===== config.mk =====
export PLATFORM = sky130hd
export DESIGN_NAME = prio_irq_ctrl
export DESIGN_NICKNAME = d
export VERILOG_FILES = /design/src/rtl/pic_pkg.sv /design/src/rtl/pic_src_det.sv /design/src/rtl/pic_resolve.sv /design/src/rtl/pic_out_stage.sv /design/src/rtl/prio_irq_ctrl.sv
export SDC_FILE = /design/constraint.sdc
export NUM_CORES = 1
export LEC_CHECK = 0
export BUFFER_PORTS_ARGS = -buffer_cell sky130_fd_sc_hd__buf_2
export CELL_PAD_IN_SITES_DETAIL_PLACEMENT = 1
export CELL_PAD_IN_SITES_GLOBAL_PLACEMENT = 1
export CORE_MARGIN = 2
export CORE_UTILIZATION = 40
export CTS_CLUSTER_SIZE = 12
export DETAILED_ROUTE_END_ITERATION = 10
export PLACE_DENSITY_LB_ADDON = 0.1
export SLEW_MARGIN = 10
export SYNTH_ARGS = -nofsm -noshare
export SYNTH_HDL_FRONTEND = slang
export SYNTH_SLANG_ARGS = --single-unit

===== constraint.sdc =====
create_clock -name clk -period 19.81 [get_ports clk]
set_input_delay 3.962 -clock clk [delete_from_list [all_inputs] [get_ports clk]]
set_output_delay 3.962 -clock clk [all_outputs]
set_load 0.02 [all_outputs]

===== src/rtl/pic_pkg.sv =====
package pic_pkg;

   localparam int PRIO_W    = 3;
   localparam int VEC_SHIFT = 4;
   localparam int SYS_SRCS  = 2;

   typedef struct packed {
      logic              wake_en;
      logic              dma_en;
      logic              edge_md;
      logic              pol;
      logic [PRIO_W-1:0] prio;
   } src_cfg_t;

   localparam int CFG_W = $bits(src_cfg_t);

   localparam src_cfg_t CFG_RST = '{wake_en: 1'b0, dma_en: 1'b0, edge_md: 1'b0,
                                    pol: 1'b1, prio: '0};

endpackage


===== src/rtl/pic_src_det.sv =====
module pic_src_det #(
   parameter int SYNC_STAGES = 2
) (
   input  logic clk,
   input  logic rst_n,
   input  logic raw,
   input  logic pol,
   input  logic edge_md,
   input  logic clr,
   output logic pend
);

   logic [SYNC_STAGES-1:0] sync_q;
   logic                   prev_q;
   logic                   s_in;
   logic                   evt;
   logic                   pend_d;

   initial begin
      if (SYNC_STAGES < 2) $error("pic_src_det: SYNC_STAGES must be at least 2");
   end

   assign s_in = sync_q[SYNC_STAGES-1];

   // active edge in the sense chosen by the polarity bit
   assign evt = pol ? (s_in & ~prev_q) : (~s_in & prev_q);

   // a fresh edge outranks a clear arriving in the same cycle
   assign pend_d = edge_md ? (evt | (pend & ~clr)) : (s_in == pol);

   always_ff @(posedge clk) begin
      if (!rst_n) begin
         sync_q <= '0;
         prev_q <= 1'b0;
         pend   <= 1'b0;
      end else begin
         sync_q <= {sync_q[SYNC_STAGES-2:0], raw};
         prev_q <= s_in;
         pend   <= pend_d;
      end
   end

endmodule


===== src/rtl/pic_resolve.sv =====
module pic_resolve
   import pic_pkg::*;
#(
   parameter int N  = 16,
   parameter int IW = 4
) (
   input  logic [N-1:0]        req,
   input  logic [N*PRIO_W-1:0] prio_flat,
   output logic                win_v,
   output logic [IW-1:0]       win_idx,
   output logic [PRIO_W-1:0]   win_prio
);

   initial begin
      if ((1 << IW) < N) $error("pic_resolve: IW too narrow for N");
   end

   // strict compare keeps the lowest index on a tie and drops priority 0
   always_comb begin
      win_v    = 1'b0;
      win_idx  = '0;
      win_prio = '0;
      for (int i = 0; i < N; i++) begin
         if (req[i] && (prio_flat[i*PRIO_W +: PRIO_W] > win_prio)) begin
            win_v    = 1'b1;
            win_idx  = IW'(i);
            win_prio = prio_flat[i*PRIO_W +: PRIO_W];
         end
      end
   end

endmodule


===== src/rtl/pic_out_stage.sv =====
module pic_out_stage #(
   parameter int IW = 4
) (
   input  logic          clk,
   input  logic          rst_n,
   input  logic          cand_v,
   input  logic [IW-1:0] cand_idx,
   input  logic          cand_nmi,
   output logic          req_q,
   output logic [IW-1:0] idx_q,
   output logic          nmi_q
);

   always_ff @(posedge clk) begin
      if (!rst_n) begin
         req_q <= 1'b0;
         idx_q <= '0;
         nmi_q <= 1'b0;
      end else if (!req_q) begin
         req_q <= cand_v;
         if (cand_v) begin
            idx_q <= cand_idx;
            nmi_q <= cand_nmi;
         end
      end else if (!(cand_v && (cand_idx == idx_q))) begin
         // winner changed or vanished: drop for a cycle, keep vector frozen
         req_q <= 1'b0;
      end
   end

endmodule


===== src/rtl/prio_irq_ctrl.sv =====
module prio_irq_ctrl
   import pic_pkg::*;
#(
   parameter int              N_HW        = 10,
   parameter int              N_SW        = 4,
   parameter int              SYNC_STAGES = 2,
   parameter logic [N_HW-1:0] WAKE_MASK   = 10'b10_0001_1111,
   localparam int             N_TOT       = N_HW + N_SW + SYS_SRCS,
   localparam int             IW          = $clog2(N_TOT),
   localparam int             VW          = IW + VEC_SHIFT,
   localparam int             SWW         = (N_SW > 1) ? $clog2(N_SW) : 1
) (
   input  logic              clk,
   input  logic              rst_n,
   input  logic [N_HW-1:0]   irq_pins,
   input  logic              nmi_pin,
   input  logic              wdt_irq,
   input  logic              cfg_we,
   input  logic [IW-1:0]     cfg_idx,
   input  logic [CFG_W-1:0]  cfg_data,
   input  logic              clr_we,
   input  logic [IW-1:0]     clr_idx,
   input  logic              sw_we,
   input  logic [SWW-1:0]    sw_idx,
   input  logic              sw_set,
   input  logic [PRIO_W-1:0] core_mask,
   input  logic              core_ie,
   output logic              irq_req,
   output logic [VW-1:0]     irq_vec,
   output logic              irq_nmi,
   output logic              wake_req,
   output logic [N_HW-1:0]   dma_trig
);

   localparam int HW_BASE = SYS_SRCS;
   localparam int SW_BASE = SYS_SRCS + N_HW;

   initial begin
      if (N_HW < 1) $error("prio_irq_ctrl: N_HW must be at least 1");
      if (N_SW < 1) $error("prio_irq_ctrl: N_SW must be at least 1");
   end

   logic [N_TOT-1:0]        pend;
   logic [N_TOT*PRIO_W-1:0] prio_flat;
   logic [N_HW-1:0]         wake_vec;

   logic                    win_v;
   logic [IW-1:0]           win_idx;
   logic [PRIO_W-1:0]       win_prio;
   logic                    cand_v;
   logic [IW-1:0]           cand_idx;
   logic                    cand_nmi;
   logic                    out_req;
   logic [IW-1:0]           out_idx;
   logic                    out_nmi;

   // non-maskable and watchdog: fixed rising-edge detection
   logic [SYS_SRCS-1:0] sys_raw;
   assign sys_raw = {wdt_irq, nmi_pin};

   for (genvar k = 0; k < SYS_SRCS; k++) begin : g_sys
      pic_src_det #(.SYNC_STAGES(SYNC_STAGES)) u_det (
         .clk     (clk),
         .rst_n   (rst_n),
         .raw     (sys_raw[k]),
         .pol     (1'b1),
         .edge_md (1'b1),
         .clr     (clr_we && (clr_idx == IW'(k))),
         .pend    (pend[k])
      );
      assign prio_flat[k*PRIO_W +: PRIO_W] = '0;
   end

   // hardware pins
   for (genvar i = 0; i < N_HW; i++) begin : g_hw
      src_cfg_t cfg_q;
      logic     hist_q;

      always_ff @(posedge clk) begin
         if (!rst_n) begin
            cfg_q  <= CFG_RST;
            hist_q <= 1'b0;
         end else begin
            if (cfg_we && (cfg_idx == IW'(HW_BASE + i))) cfg_q <= src_cfg_t'(cfg_data);
            hist_q <= pend[HW_BASE+i];
         end
      end

      pic_src_det #(.SYNC_STAGES(SYNC_STAGES)) u_det (
         .clk     (clk),
         .rst_n   (rst_n),
         .raw     (irq_pins[i]),
         .pol     (cfg_q.pol),
         .edge_md (cfg_q.edge_md),
         .clr     (clr_we && (clr_idx == IW'(HW_BASE + i))),
         .pend    (pend[HW_BASE+i])
      );

      assign prio_flat[(HW_BASE+i)*PRIO_W +: PRIO_W] = cfg_q.prio;
      assign dma_trig[i] = cfg_q.dma_en & pend[HW_BASE+i] & ~hist_q;
      assign wake_vec[i] = WAKE_MASK[i] & cfg_q.wake_en & pend[HW_BASE+i];
   end

   // software slots
   for (genvar j = 0; j < N_SW; j++) begin : g_sw
      logic [PRIO_W-1:0] prio_q;
      logic              pend_q;

      always_ff @(posedge clk) begin
         if (!rst_n) begin
            prio_q <= '0;
            pend_q <= 1'b0;
         end else begin
            if (cfg_we && (cfg_idx == IW'(SW_BASE + j))) prio_q <= cfg_data[PRIO_W-1:0];
            if (sw_we && (sw_idx == SWW'(j)))                  pend_q <= sw_set;
            else if (clr_we && (clr_idx == IW'(SW_BASE + j)))  pend_q <= 1'b0;
         end
      end

      assign pend[SW_BASE+j] = pend_q;
      assign prio_flat[(SW_BASE+j)*PRIO_W +: PRIO_W] = prio_q;
   end

   pic_resolve #(.N(N_TOT), .IW(IW)) u_resolve (
      .req       (pend),
      .prio_flat (prio_flat),
      .win_v     (win_v),
      .win_idx   (win_idx),
      .win_prio  (win_prio)
   );

   assign cand_nmi = pend[0] | pend[1];
   assign cand_v   = cand_nmi | (win_v & core_ie & (win_prio > core_mask));
   assign cand_idx = pend[0] ? IW'(0) : (pend[1] ? IW'(1) : win_idx);

   pic_out_stage #(.IW(IW)) u_out (
      .clk      (clk),
      .rst_n    (rst_n),
      .cand_v   (cand_v),
      .cand_idx (cand_idx),
      .cand_nmi (cand_nmi),
      .req_q    (out_req),
      .idx_q    (out_idx),
      .nmi_q    (out_nmi)
   );

   assign irq_req  = out_req;
   assign irq_vec  = {out_idx, {VEC_SHIFT{1'b0}}};
   assign irq_nmi  = out_req & out_nmi;
   assign wake_req = |wake_vec;

endmodule


==> metrics.md <==
| Metric | Value |
|---|---|
| Static leakage | 3.544 nW |
| Effective utilization at floorplan | 0.4065 |
| CTS Hold Buffers Added | 0 |
| Arrival time worst endpoint | 18.75 ns |
| Leading cell types in the layout, fill and taps excluded | sky130_fd_sc_hd__dfxtp_1 (143), sky130_fd_sc_hd__nor2_1 (108), sky130_fd_sc_hd__nand2_1 (86) |
| Global-route wire length before repair | 35,880 um |
| Endpoint of the most critical register-to-register path | u_out.idx_q[0]$_SDFFE_PN0P_ |
| End point of the worst hold path | g_hw[5].u_det.sync_q[1]$_SDFF_PN0_ |
| Chip height | 141.6 um |
| Area added between synthesis and finish | 15.11% |
| Proportion of synthesized chip area in sequential cells | 0.3857 |
| Hold Path Cell Cnt | 1 |
| Least-Margin Pin Slew | 1.127 ns |
| Total global routing track utilization | 0.2281 |
| Pin count of the biggest net entering global routing | 69 |
| RD Place Congestion | 0.8843 |
| Die width | 141.6 um |
| Number of sinks on the clock net | 146 |
| Slack of the critical path | 1.430 ns |
| Share of flip-flops with an asynchronous set or reset after synthesis | 0 |
| Instance area at placement | 7986 um2 |
| Smallest hold slack | 0.4387 ns |
| Ys flop type | sky130_fd_sc_hd__dfxtp_1 |
| Max-cap violations | 0 |
| Nets | 986 |
| Number of remaining DRC errors | 0 |
| Depth of the most critical reg-to-reg path | 92 |
| Number of standard-cell rows in the floorplan | 50 |
| Fillers | 2,219 |
| Maximum level of the CTS H-tree | 4 |
| Placeable core region | 18,640 um2 |
| Maximum fanout count along the critical path | 14 |
| Post-Syn Instances | 878 |
| Synth Cell Area | 7579 um2 |
| Detailed Route Iter0 Violations | 288 |
| Most frequent standard cell in the layout excluding fill and tap cells | sky130_fd_sc_hd__dfxtp_1 |
| Hold Path Class | register to register |
| Finished layout cell area | 8723 um2 |
| Initial antenna violation count | 0 |
| Peak Freq | 54.41 MHz |
| Clk slew on worst S/H paths | 0.07 ns |
| Classification of the worst setup path | register to register |
| Slew margin rel. | 0.2456 |
| Library cell contributing the largest single delay on the critical path | sky130_fd_sc_hd__dfxtp_4 |
| CTS tree | done |
| I/O Buffers | 55 |
| Routed length per placed instance | 18.86 um |
| Run status | finished clean |
| Pwr Density | 77.35 nW/um2 |
| Minimum setup slack after placement | -0.1707 ns |
| Cell taking the most area after synthesis | sky130_fd_sc_hd__dfxtp_1 |
| Total overflow reported by the global router | 0 |
| Kind of end point of the critical path | register |
| Reg2Reg Setup Slack | 1.43 ns |
| Crit. Startpoint | g_hw[0].u_det.pend$_SDFF_PN0_ |
| Crit Reg-Reg Startpoint | g_hw[0].u_det.pend$_SDFF_PN0_ |
| Drt pass-1 iters | 4 |
| Delay of the slowest critical-path stage | 0.44 ns |
| Post-route minimum period | 18.38 ns |
| Via count of the first global-routing pass | 6,896 |
| Routed via count | 6,607 |
| Post-route ant nets | 0 |
| VDD IR max | 59.11 uV |
| Final antenna diode count | 0 |
| Worst Setup Start Kind | register |
| Library cells used by synthesis | 86 |
| Portion of synthesized cell area occupied by the leading cell type | 0.3857 |
| Count of final hold-check violations | 0 |
| Root buffer cell | sky130_fd_sc_hd__clkbuf_16 |
| Clock latency at the later pin of the worst-skew pair | 0.43 ns |
| EDFF count, synth | 0 |
| Final HPWL from detailed placement | 15,850 um |
| Max Slew Vio Count | 0 |
| Full die area | 20,060 um2 |
| Endpoint required time on the critical path | 20.18 ns |
| Final period util | 0.9278 |
| Warnings, synthesis | 0 |
| Main area contributors after synthesis | sky130_fd_sc_hd__dfxtp_1 (39%), sky130_fd_sc_hd__mux2i_1 (9.9%), sky130_fd_sc_hd__nor2_1 (5.5%) |
| Source of the worst hold timing path | g_hw[5].u_det.sync_q[0]$_SDFF_PN0_ |
| Ratio of cells with drive above 1 in the final layout | 0.1663 |
| Worst Clk Skew | 0.01443 ns |
| Post-Route WL | 22,100 um |
| # IOs | 60 |
| Number of buffers created by CTS | 17 |
| Avg Cell Area, Syn | 8.632 um2 |
| Dominant cell type by count on the critical path | sky130_fd_sc_hd__ha_1 |
| Setup violation total in the final timing report | 0 |
| Register bit count reported by yosys | 146 |
| Drt via density | 5.637 |
| Worst-case clock buffer depth | 2 |
[sequential cells by signal, indices dropped and copies added, names as in the netlist]
signal and flops:
g_hw.u_det.pend 10, g_sys.u_det.pend 2, u_out.nmi_q 1, g_hw.u_det.sync_q 20, g_sw.prio_q 12, u_out.req_q 1, g_sys.u_det.sync_q 4, u_out.idx_q 4
g_hw.hist_q 10, g_sw.pend_q 4, g_hw.u_det.prev_q 10, g_sys.u_det.prev_q 2, g_hw.cfg_q 66
[how the worst max path moves through the flow]
stage / end / slack [ns] / cells past startpoint
finish: u_out.idx_q[0]$_SDFFE_PN0P_ / 1.43 / 92
global route: u_out.idx_q[0]$_SDFFE_PN0P_ / -0.07 / 93
CTS: u_out.idx_q[0]$_SDFFE_PN0P_ / 0.15 / 91
detailed placement: u_out.idx_q[0]$_SDFFE_PN0P_ / -0.17 / 90
global placement: u_out.idx_q[0]$_SDFFE_PN0P_ / 1.04 / 90
floorplan: u_out.idx_q[0]$_SDFFE_PN0P_ / 2.34 / 92
[report_power, final]
group,switching [mW],total (mW),internal (mW)
Combinational,0.0277,0.0437,0.0160
Sequential,0.00663,0.307,0.300
Clock,0.146,0.324,0.178
[layout make-up]
cell class	count	area, um2	area share
clock buffer	17	425.4	0.04877
timing repair buffer	64	342.8	0.03930
sequential	146	2929	0.3358
multi-input combinational	666	4453	0.5105
clock inverter	15	167.7	0.01922
inverter	30	112.6	0.01291
tap	234	292.8	0.03356
[metal layers]
| metal | global-route usage | up-vias | routed length (um) |
|---|---|---|---|
| li1 | - | 3210 | - |
| met1 | 0.2901 | 3274 | 10110 |
| met2 | 0.3973 | 104 | 10980 |
| met3 | 0.04320 | 19 | 754 |
| met4 | 0.06105 | 0 | 255 |
| met5 | 0 | - | 0 |
[repair_timing]
| item | in CTS | in global routing |
|---|---|---|
| buffers inserted | 0 | 8 |
| endpoints found under the setup margin | 6 | 6 |
| resized for setup | 2 | 21 |
| endpoints found under the hold margin | 0 | 0 |
| pin swaps | 0 | 5 |
[Yosys cell counts (all sizes together) (18+ instances only)]
master / n
nor2: 114
dfxtp: 146
nor2b: 18
clkbuf: 31
nand2: 86
inv: 30
a21oi: 50
and2: 54
a31oi: 20
mux2i: 75
nand3: 23
ha: 22
o21ai: 34
[per-stage QoR]
step	util	TNS (ns)	power, mW	std cells
final	0.4679	0	0.6747	1172
after global routing	0.4679	-0.1148	0.6995	1172
after CTS	0.4606	0	0.6797	1164
after detailed placement	0.4284	-0.5092	0.3561	1132
after global placement	0.4284	0	0.3541	1132
after floorplan	-	0	0.3404	881
[worst max-delay path, delay by kind of cell (launching register included)]
family                   cells  cell delay (ns)
AO/OA/AOI/OAI               37             7.15
adder cells (fa/ha/maj)     16             4.56
buffers and inverters        6             0.66
flip-flops                   1             0.44
multiplexers                 7             2.12
AND/OR/NAND/NOR             26             3.36
[logic make-up (layout without fill, tap and decap cells)]
logic type | Yosys count | in the layout | share of synthesized area
multiplexers | 79 | 79 | 0.1060
buffers and inverters | 69 | 126 | 0.03847
AO/OA/AOI/OAI | 200 | 200 | 0.1976
AND/OR/NAND/NOR | 358 | 358 | 0.2315
flip-flops | 146 | 146 | 0.3857
other | 1 | 4 | 0.0004948
adder cells (fa/ha/maj) | 25 | 25 | 0.04028
Power figures use the tool's default switching activity.
